**config.mk**
```make
export PLATFORM = sky130hd
export DESIGN_NAME = hbi_host_port
export DESIGN_NICKNAME = d
export VERILOG_FILES = /design/src/rtl/hbi_pkg.sv /design/src/rtl/hbi_decode.sv /design/src/rtl/hbi_swap.sv /design/src/rtl/hbi_regs.sv /design/src/rtl/hbi_host_port.sv
export SDC_FILE = /design/constraint.sdc
export NUM_CORES = 1
export LEC_CHECK = 0
export ABC_AREA = 1
export BUFFER_PORTS_ARGS = -buffer_cell sky130_fd_sc_hd__buf_2
export CORE_MARGIN = 10
export CORE_UTILIZATION = 50
export DETAILED_ROUTE_END_ITERATION = 10
export PLACE_DENSITY = 0.76
export REMOVE_ABC_BUFFERS = 1
export SETUP_SLACK_MARGIN = 0.4
export SYNTH_ARGS = -nofsm -noshare
export SYNTH_HDL_FRONTEND = slang
export SYNTH_SLANG_ARGS = --single-unit
```
**constraint.sdc**
```tcl
create_clock -name clk -period 1.5 [get_ports clk]
set_input_delay 0.075 -clock clk [delete_from_list [all_inputs] [get_ports clk]]
set_output_delay 0.075 -clock clk [all_outputs]
set_load 0.03 [all_outputs]
```
**src/rtl/hbi_pkg.sv**
```systemverilog
package hbi_pkg;
   localparam int RA_STAT = 0;
   localparam int RA_CFG  = 1;
   localparam int RA_DATA = 2;
   localparam int CFG_W   = 4;

   typedef struct packed {
      logic dma_en;
      logic pol;
      logic swap;
      logic wide;
   } cfg_t;
endpackage

```
**src/rtl/hbi_decode.sv**
```systemverilog
module hbi_decode #(
   parameter int AW = 3
) (
   input  logic          clk,
   input  logic          rst_n,
   input  logic          mux_n,
   input  logic          moto,
   input  logic          ale,
   input  logic [AW-1:0] addr_in,
   input  logic [AW-1:0] lo_addr,
   input  logic          cs_n,
   input  logic          wr_dir,
   input  logic          rd_ds,
   input  logic          dack_n,
   output logic [AW-1:0] addr,
   output logic          sel,
   output logic          rd_act,
   output logic          wr_act
);
   import hbi_pkg::*;

   logic [AW-1:0] lat_q;
   logic [AW-1:0] bus_addr;
   logic          rd_raw, wr_raw, dma_sel;

   always_ff @(posedge clk or negedge rst_n) begin
      if (!rst_n)   lat_q <= '0;
      else if (ale) lat_q <= lo_addr;
   end

   always_comb begin
      if (mux_n)    bus_addr = addr_in;
      else if (ale) bus_addr = lo_addr;
      else          bus_addr = lat_q;
   end

   assign dma_sel = ~dack_n;
   assign sel     = ~cs_n | dma_sel;
   assign addr    = dma_sel ? AW'(RA_DATA) : bus_addr;

   // read decode is the same in both styles; write differs
   assign rd_raw = ~rd_ds & wr_dir;
   assign wr_raw = moto ? (~rd_ds & ~wr_dir) : (~wr_dir & rd_ds);

   assign rd_act = sel & rd_raw;
   assign wr_act = sel & wr_raw;


   lat_hold_chk: assert property (@(posedge clk) disable iff (!rst_n)
      (!mux_n && !ale && !dack_n == 1'b0) |=> (!ale || !mux_n == 1'b0) || ($past(lat_q) == lat_q));
endmodule

```
**src/rtl/hbi_swap.sv**
```systemverilog
module hbi_swap #(
   parameter int DW     = 8,
   parameter bit HAS_HI = 1'b1
) (
   input  logic          wide,
   input  logic          swap,
   input  logic [DW-1:0] lo_in,
   input  logic [DW-1:0] hi_in,
   input  logic [2*DW-1:0] rword,
   output logic [DW-1:0] lo_out,
   output logic [DW-1:0] hi_out,
   output logic [2*DW-1:0] wword
);
   generate
      if (HAS_HI) begin : g_wide
         logic xch;
         assign xch    = wide & swap;
         assign lo_out = xch ? rword[2*DW-1:DW] : rword[DW-1:0];
         assign hi_out = xch ? rword[DW-1:0]    : rword[2*DW-1:DW];
         always_comb begin
            if (!wide)     wword = {{DW{1'b0}}, lo_in};
            else if (swap) wword = {lo_in, hi_in};
            else           wword = {hi_in, lo_in};
         end
      end else begin : g_narrow
         logic unused_ok;
         assign unused_ok = ^{wide, swap, hi_in, rword[2*DW-1:DW]};
         assign lo_out    = rword[DW-1:0];
         assign hi_out    = '0;
         assign wword     = {{DW{1'b0}}, lo_in};
      end
   endgenerate
endmodule

```
**src/rtl/hbi_regs.sv**
```systemverilog
module hbi_regs #(
   parameter int DW     = 8,
   parameter int AW     = 3,
   parameter bit HAS_HI = 1'b1
) (
   input  logic            clk,
   input  logic            rst_n,
   input  logic            fast_ok,
   input  logic [AW-1:0]   addr,
   input  logic            wr_act,
   input  logic            rd_act,
   input  logic [2*DW-1:0] wword,
   input  logic [DW-1:0]   lo_in,
   output hbi_pkg::cfg_t   cfg,
   output logic [DW-1:0]   mask,
   output logic            dat_wr,
   output logic [2*DW-1:0] dat_wdata,
   output logic            dat_rd
);
   import hbi_pkg::*;

   logic            wr_q, rd_q, commit;
   logic [AW-1:0]   addr_q, c_addr;
   logic [2*DW-1:0] ww_q, c_ww;
   logic [DW-1:0]   lo_q, c_lo;

   always_ff @(posedge clk or negedge rst_n) begin
      if (!rst_n) begin
         wr_q   <= 1'b0;
         rd_q   <= 1'b0;
         addr_q <= '0;
         ww_q   <= '0;
         lo_q   <= '0;
      end else begin
         wr_q <= wr_act;
         rd_q <= rd_act;
         if (wr_act) begin
            addr_q <= addr;
            ww_q   <= wword;
            lo_q   <= lo_in;
         end
      end
   end

   // leading-edge commit in fast timing, trailing-edge otherwise
   assign commit = fast_ok ? (wr_act & ~wr_q) : (~wr_act & wr_q);
   assign c_addr = fast_ok ? addr  : addr_q;
   assign c_ww   = fast_ok ? wword : ww_q;
   assign c_lo   = fast_ok ? lo_in : lo_q;

   always_ff @(posedge clk or negedge rst_n) begin
      if (!rst_n) begin
         cfg       <= '0;
         mask      <= '0;
         dat_wr    <= 1'b0;
         dat_wdata <= '0;
         dat_rd    <= 1'b0;
      end else begin
         dat_wr <= commit && (c_addr == AW'(RA_DATA));
         dat_rd <= rd_act && !rd_q && (addr == AW'(RA_DATA));
         if (commit && (c_addr == AW'(RA_DATA))) dat_wdata <= c_ww;
         if (commit && (c_addr == AW'(RA_STAT))) mask <= c_lo;
         if (commit && (c_addr == AW'(RA_CFG))) begin
            cfg      <= cfg_t'(c_lo[CFG_W-1:0]);
            cfg.wide <= HAS_HI & c_lo[0];
         end
      end
   end


   wr_pulse_chk: assert property (@(posedge clk) disable iff (!rst_n)
      dat_wr |=> !dat_wr);

   rd_pulse_chk: assert property (@(posedge clk) disable iff (!rst_n)
      dat_rd |=> !dat_rd);

   cfg_hold_chk: assert property (@(posedge clk) disable iff (!rst_n)
      !wr_act && !wr_q |=> $stable(cfg));
endmodule

```
**src/rtl/hbi_host_port.sv**
```systemverilog
module hbi_host_port #(
   parameter int DW     = 8,
   parameter int AW     = 3,
   parameter bit HAS_HI = 1'b1
) (
   input  logic            clk,
   input  logic            rst_n,
   input  logic            mux_n,
   input  logic            moto,
   input  logic            tmg_n,
   input  logic            ale,
   input  logic [AW-1:0]   addr_in,
   input  logic            cs_n,
   input  logic            wr_dir,
   input  logic            rd_ds,
   input  logic [DW-1:0]   d_lo_in,
   output logic [DW-1:0]   d_lo_out,
   output logic            d_lo_oe,
   input  logic [DW-1:0]   d_hi_in,
   output logic [DW-1:0]   d_hi_out,
   output logic            d_hi_oe,
   output logic            wide_n,
   output logic            dreq,
   input  logic            dack_n,
   output logic            irq_n,
   input  logic [DW-1:0]   st_in,
   input  logic            dma_need,
   input  logic [2*DW-1:0] dat_rdata,
   output logic            dat_rd,
   output logic            dat_wr,
   output logic [2*DW-1:0] dat_wdata
);
   import hbi_pkg::*;

   localparam int WW = 2 * DW;

   generate
      if (AW < 2) begin : g_aw_bad
         $error("hbi_host_port: AW must reach the data register address");
      end
      if (DW < CFG_W) begin : g_dw_bad
         $error("hbi_host_port: DW narrower than the configuration field");
      end
   endgenerate

   logic [AW-1:0] addr;
   logic          sel, rd_act, wr_act, is_data, fast_ok;
   cfg_t          cfg;
   logic [DW-1:0] mask, sw_lo, sw_hi;
   logic [WW-1:0] wword;

   assign fast_ok = ~tmg_n & mux_n;

   hbi_decode #(.AW(AW)) u_dec (
      .clk(clk), .rst_n(rst_n), .mux_n(mux_n), .moto(moto), .ale(ale),
      .addr_in(addr_in), .lo_addr(d_lo_in[AW-1:0]), .cs_n(cs_n),
      .wr_dir(wr_dir), .rd_ds(rd_ds), .dack_n(dack_n),
      .addr(addr), .sel(sel), .rd_act(rd_act), .wr_act(wr_act)
   );

   hbi_swap #(.DW(DW), .HAS_HI(HAS_HI)) u_swap (
      .wide(cfg.wide), .swap(cfg.swap), .lo_in(d_lo_in), .hi_in(d_hi_in),
      .rword(dat_rdata), .lo_out(sw_lo), .hi_out(sw_hi), .wword(wword)
   );

   hbi_regs #(.DW(DW), .AW(AW), .HAS_HI(HAS_HI)) u_regs (
      .clk(clk), .rst_n(rst_n), .fast_ok(fast_ok), .addr(addr),
      .wr_act(wr_act), .rd_act(rd_act), .wword(wword), .lo_in(d_lo_in),
      .cfg(cfg), .mask(mask), .dat_wr(dat_wr), .dat_wdata(dat_wdata),
      .dat_rd(dat_rd)
   );

   assign is_data = (addr == AW'(RA_DATA));

   always_comb begin
      unique case (1'b1)
         addr == AW'(RA_STAT): d_lo_out = st_in;
         addr == AW'(RA_CFG):  d_lo_out = {{(DW-CFG_W){1'b0}}, cfg};
         is_data:              d_lo_out = sw_lo;
         default:              d_lo_out = '0;
      endcase
   end

   assign d_lo_oe  = rd_act;
   assign d_hi_out = sw_hi;
   assign d_hi_oe  = rd_act & is_data & cfg.wide;
   assign wide_n   = ~(sel & is_data & cfg.wide);
   assign irq_n    = ~|(st_in & mask);
   assign dreq     = (cfg.dma_en & dma_need & dack_n) ^ cfg.pol;


   hi_oe_chk: assert property (@(posedge clk) disable iff (!rst_n)
      d_hi_oe |-> (d_lo_oe && !wide_n));

   dack_quiet_chk: assert property (@(posedge clk) disable iff (!rst_n)
      !dack_n |-> (dreq == cfg.pol));

   wide_ind_chk: assert property (@(posedge clk) disable iff (!rst_n)
      !wide_n |-> (sel && is_data));

   irq_chk: assert property (@(posedge clk) disable iff (!rst_n)
      (st_in == '0) |-> irq_n);
endmodule

```
## Yosys cells after proc, flatten, opt, wreduce, memory -nomap -nowiden

Index checks and enable logic that the tools add are counted.
W data, S select, Z words.

- Register bits after elaboration: 62
- Input bits: 54
- Logic and storage cells: 67

- Equality and inequality tests: 4
- Mux-type cells: 13
- Bitwise gates (word level): 26
- Reduce and logical (&&, ||, !) cells: 10

Operators with widths:

| cell | count |
|---|---|
| $mux W16 | 3 |
| $mux W8 | 3 |
| $pmux W8 S3 | 1 |
| $and A1 B1 Y1 | 15 |
| $mux W3 | 4 |
| $and A8 B8 Y8 | 1 |
| $not A1 Y1 | 8 |
| $reduce_or A8 Y1 | 1 |
| $eq A3 B1 Y1 const B | 2 |
| $eq A3 B2 Y1 const B | 2 |
| $logic_not A3 Y1 | 2 |
| $logic_and A1 B1 Y1 | 5 |
| $logic_not A1 Y1 | 2 |
| $mux W1 | 2 |
| $or A1 B1 Y1 | 1 |
| $xor A1 B1 Y1 | 1 |

## Depth between registers and ports, before layout

- Word-level depth: 8
- Depth in mapped cells: 11
- Gate-level depth less buffers: 10

## Cells and area by module

Synthesis repeated with hierarchy kept, for this count alone.

- Cell total of the unflattened synthesis: 538
- Area total of the unflattened synthesis: 3804.9 µm²

By module, submodules not included:

| module | instances | cells each | area each (µm²) | sequential area each (µm²) |
|---|---|---|---|---|
| hbi_regs | 1 | 317 | 2692.6 | 1476.4 |
| hbi_swap | 1 | 124 | 625.6 | 0.0 |
| hbi_host_port | 1 | 60 | 269.0 | 0.0 |
| hbi_decode | 1 | 37 | 217.7 | 75.1 |

## Least setup slack after synthesis

No wires, ideal clock.

- Path kind: input port to output port
- Start: input dack_n
- End: output d_hi_oe
- Arrival: 1.788 ns
- Slack: -0.363 ns
- Cell stages on the path: 5
- Cell sequence: nand2_1 > inv_1 > nor3_1 > inv_1 > nor3_1

- Cells in the longest elaborated chain, start to end: 5
- Elaborated cells between the ends (all ways): 7
- Classes of those cells: eq/ne (1); mux (1); bitwise (5)

Ends and longest elaborated chain:

| element | line | text |
|---|---|---|
| from (decl) | hbi_host_port.sv:24 | `input logic dack_n,` |
| $not A1 Y1 | hbi_decode.sv:37 | `assign dma_sel = ~dack_n;` |
| $or A1 B1 Y1 | hbi_decode.sv:38 | `assign sel = ~cs_n \| dma_sel;` |
| $and A1 B1 Y1 | hbi_decode.sv:45 | `assign rd_act = sel & rd_raw;` |
| via d_lo_oe | hbi_host_port.sv:18 | `output logic d_lo_oe,` |
| $and A1 B1 Y1 (2 in series) | hbi_host_port.sv:86 | `assign d_hi_oe = rd_act & is_data & cfg.wide;` |
| to (decl) | hbi_host_port.sv:21 | `output logic d_hi_oe,` |

The timed path passes the listed nets, and every way through them passes these cells.

## Worst setup path after layout

- Start: register u_dec.lat_q[1]
- End: output d_lo_out[6]

- Cells in the longest elaborated chain, start to end: 5
- Elaborated cells between the ends (all ways): 7
- Classes of those cells: eq/ne (2); mux (4); reduce/logical (1)

Ends and longest elaborated chain:

| element | line | text |
|---|---|---|
| from (decl) | hbi_decode.sv:22 | `logic [AW-1:0] lat_q;` |
| from (signal assigned) | hbi_decode.sv:28 | `else if (ale) lat_q <= lo_addr;` |
| $mux W3 * | n/a |  |
| $mux W3 * | hbi_decode.sv:32 | `if (mux_n) bus_addr = addr_in;` |
| $mux W3 * | hbi_decode.sv:39 | `assign addr = dma_sel ? AW'(RA_DATA) : bus_addr;` |
| $eq A3 B2 Y1, or another cell as far along | hbi_host_port.sv:73 | `assign is_data = (addr == AW'(RA_DATA));` |
| $pmux W8 S3 * | hbi_host_port.sv:76 | `unique case (1'b1)` |
| to (decl) | hbi_host_port.sv:17 | `output logic [DW-1:0] d_lo_out,` |

Every way passes the cells marked *; elsewhere a longest branch is shown, timed or not.

==> results.json <==
{
  "critical-path-top-delay-family": "simple AND/OR/NAND/NOR gates",
  "worst_path_largest_cell_delay_ps": 350,
  "holdCritPathClass": "primary input to register",
  "syn_to_final_growth_pct": 61.5,
  "synth.lib_cells_used.distinct": 26,
  "power.share.clock": 0.211,
  "num-fill-cells": 342,
  "die_area_um2": 10800,
  "wl_per_cell_um": 23.1,
  "power.total_mw": 8.10,
  "ys_dominant_reg_cell": "sky130_fd_sc_hd__dfrtp_1",
  "grt_first_pass_wirelength_um": 19400,
  "failed_checks": "negative setup slack",
  "initial_utilization": 0.517,
  "endpoint_kind": "output pin",
  "finalWorstSetupSlack_ps": -267,
  "io_pins": 93,
  "critical_path_required_ps": 1420,
  "timing.critical_path.fanout_max": 4,
  "criticalPathCategory": "register to output pin",
  "finalWorstPathRequiredPeriod_ps": 1770,
  "num_vias": 4590,
  "critical_path_arrival_ps": 1690,
  "detail_route.first_pass.iterations": 5,
  "fin_hold_ws_ps": 44.6,
  "power_frac_comb": 0.479,
  "synth_seq_area_share": 0.440,
  "cpMostUsedCell": "sky130_fd_sc_hd__nand2_1",
  "detailedPlace.worstSlack_ps": -42.8,
  "tritoncts": "yes",
  "async_flop_share": 1.00,
  "fin_crit_sh": 1.18,
  "crit_chain": "nand2_1 > nand2_2 > nand2_4 > nand2_8 > nand3_4 > inv_4 > nand2_1 > o21ai_1 > buf_4",
  "critical_path_buf_inv_count": 2,
  "port_buffers": 92,
  "finalClockSkew_ps": 15.6,
  "number_of_enable_type_register_cells_in_the_synthesized_netlist": 0,
  "vias_per_cell": 6.19,
  "netlist_top_cells_count": "sky130_fd_sc_hd__nand2_1, sky130_fd_sc_hd__dfrtp_1, sky130_fd_sc_hd__o21ai_0",
  "post-synth-top-count-cell": "sky130_fd_sc_hd__nand2_1",
  "fin_setup_tns_ps": -4090,
  "grt_util_all_layers": 0.218,
  "clock_tree.root_cell": "sky130_fd_sc_hd__clkbuf_8",
  "n_antenna_cell": 0,
  "startpoint_type": "register",
  "cts.sink_count": 62,
  "met2_wire_length_um": 7960,
  "synth.largest_area_cell": "sky130_fd_sc_hd__dfrtp_1",
  "cts-buffers-inserted": 9,
  "placed_cells": 681,
  "netSwitchingFraction": 0.434,
  "num-nets-final": 695,
  "placed_area_um2": 4190,
  "die_width_um": 104,
  "post_synth_instance_area_um2": 3530,
  "grt.overflow.total": 0,
  "layout-drive-gt1-share": 0.452,
  "fmax_mhz": 566,
  "clock_insertion_delay_worst_skew_ps": 370,
  "wirelength_um": 17100,
  "finalHoldViolations": 0,
  "power_dissipated_by_switching_net_loads_mw": 3.52,
  "drtAntennaViolNets": 0,
  "synth.yosys.warnings": 0,
  "seqPwrFrac": 0.310,
  "grt_pass1_vias": 3994,
  "grt_setup_unrepaired": "yes",
  "drt_iter0_markers": 548,
  "grt_antenna_before_repair": 0,
  "synthesis.instances": 498,
  "power_per_cell_area_nw_per_um2": 1420,
  "synth.top_cell.area_share": 0.440,
  "cellLeakagePower_nw": 2.90,
  "finalCoreUtilization": 0.835,
  "drv_slew": 0,
  "post_route_m1_wl_um": 5880,
  "result_of_the_run": "finished, violations left",
  "number_of_h_tree_branching_levels": 3,
  "clkSlewWorstSetupHoldPaths_ps": 70,
  "globalplace.congestion": 0.873,
  "timing.max_slew.rel_slack": 0.629,
  "synth.ff_latch_count": 62,
  "vdd_ir_drop_max_mv": 0.913,
  "grt_start_max_net_pins": 63,
  "floorplan.rows": 30,
  "stdcell_count": 742,
  "critPathSlowestCell": "sky130_fd_sc_hd__dfrtp_1",
  "ys_top_cells_by_area": "sky130_fd_sc_hd__dfrtp_1, sky130_fd_sc_hd__nand2_1, sky130_fd_sc_hd__o21ai_0",
  "max-cap-violations": 0,
  "timing_worst_slew_pin_value_ps": 550,
  "sum_of_met3_wire_segment_lengths_after_detailed_routing_um": 1820,
  "place.detailed.hpwl_um": 7240,
  "setup-violations-final": 28,
  "drc": 0,
  "uppermost_layer_routed": "met4",
  "postLayoutCellArea_um2": 5700,
  "clk_path_buf_depth": 2,
  "synth_area_per_cell_um2": 7.09,
  "core_area_um2": 6830,
  "dieHeight_um": 104,
  "internal_power_mw": 4.58
}
==> layout by cell type, fill, tap and decap left out, types with 5 or more instances in the layout <==
cell type	instances
sky130_fd_sc_hd__buf_12	9
sky130_fd_sc_hd__buf_2	73
sky130_fd_sc_hd__buf_4	26
sky130_fd_sc_hd__buf_6	37
sky130_fd_sc_hd__clkbuf_8	10
sky130_fd_sc_hd__dfrtp_1	60
sky130_fd_sc_hd__inv_1	49
sky130_fd_sc_hd__nand2_1	130
sky130_fd_sc_hd__nand2_2	36
sky130_fd_sc_hd__nand2_4	20
sky130_fd_sc_hd__nand3_1	26
sky130_fd_sc_hd__nand3_2	21
sky130_fd_sc_hd__nand3_4	5
sky130_fd_sc_hd__nand4_1	5
sky130_fd_sc_hd__nor2_1	8
sky130_fd_sc_hd__o211ai_1	8
sky130_fd_sc_hd__o21ai_0	27
sky130_fd_sc_hd__o21ai_1	26
sky130_fd_sc_hd__o21ai_2	9
sky130_fd_sc_hd__o21bai_1	8
==> tightest hold or removal path: cells and delay by family <==
family | cells | cell delay (ps)
simple gates | 2 | 160
buf+inv | 1 | 120
==> layer usage <==
metal,up-vias,track usage
met5,-,0
met4,0,0.134
met3,146,0.0750
met2,450,0.361
met1,2107,0.234
li1,1887,-
==> flip-flops by register name, summed over array words and instances (netlist names) <==
name / cells
u_regs.dat_rd: 1
u_regs.addr_q: 3
u_regs.ww_q: 16
u_regs.dat_wr: 1
u_regs.dat_wdata: 16
u_regs.cfg: 4
u_regs.wr_q: 1
u_regs.lo_q: 8
u_regs.rd_q: 1
u_dec.lat_q: 3
u_regs.mask: 8
==> cells by family (layout without fill, tap and decap cells) <==
group,after synthesis,in the layout,share of synthesized area
AO/OA/AOI/OAI,87,87,0.136
XOR/XNOR,1,1,0.00248
buffers and inverters,82,227,0.0957
flip-flops,62,62,0.440
multiplexers,4,4,0.0128
AND/OR/NAND/NOR,262,265,0.314
==> power groups by stage <==
| stage | registers (mW) | logic [mW] | clock network [mW] |
|---|---|---|---|
| 3_5_place_dp | 2.40 | 2.49 | 0 |
| 4_1_cts | 2.38 | 2.91 | 1.68 |
| 2_1_floorplan | 2.79 | 1.23 | 0 |
| 6_report | 2.51 | 3.88 | 1.71 |
| 5_1_grt | 2.54 | 4.09 | 1.79 |
| 3_3_place_gp | 2.38 | 2.43 | 0 |
==> worst paths after layout <==
path / from / to / slack (ps) / cells after the start
max in group asynchronous: rst_n / u_regs.cfg[0]$_DFFE_PN0P_ / 940 / 3
worst min-delay path: ale / u_dec.lat_q[2]$_DFF_PN0_ / 40 / 3
worst max-delay path: u_dec.lat_q[1]$_DFF_PN0_ / d_lo_out[6] / -270 / 9
worst min register to register: u_regs.rd_q$_DFF_PN0_ / u_regs.dat_rd$_DFF_PN0_ / 430 / 1
worst max register to register: u_regs.cfg[1]$_DFFE_PN0P_ / u_regs.dat_wdata[7]$_DFFE_PN0P_ / -120 / 11
min in group asynchronous: rst_n / u_regs.dat_wdata[13]$_DFFE_PN0P_ / 250 / 3
==> repair_timing <==
item / CTS / global route
hold buffers: 1 / 0
pin swaps: 17 / 72
buffers inserted: 25 / 10
hold endpoints to repair: 62 / 0
setup endpoints to repair: 61 / 69
gates cloned: 4 / 5
resized for setup: 104 / 155
==> layout make-up <==
type,count,area (um^2),area share
multi-input cells,357,2260,0.396
flip-flops and latches,62,1550,0.273
clock buffers,11,141,0.0248
well taps,96,120,0.0211
repair inverters,1,6.26,0.00110
repair buffers,153,1310,0.229
clock inverters,5,82.6,0.0145
inverters,57,234,0.0410
(Power assumes the default switching activity.)
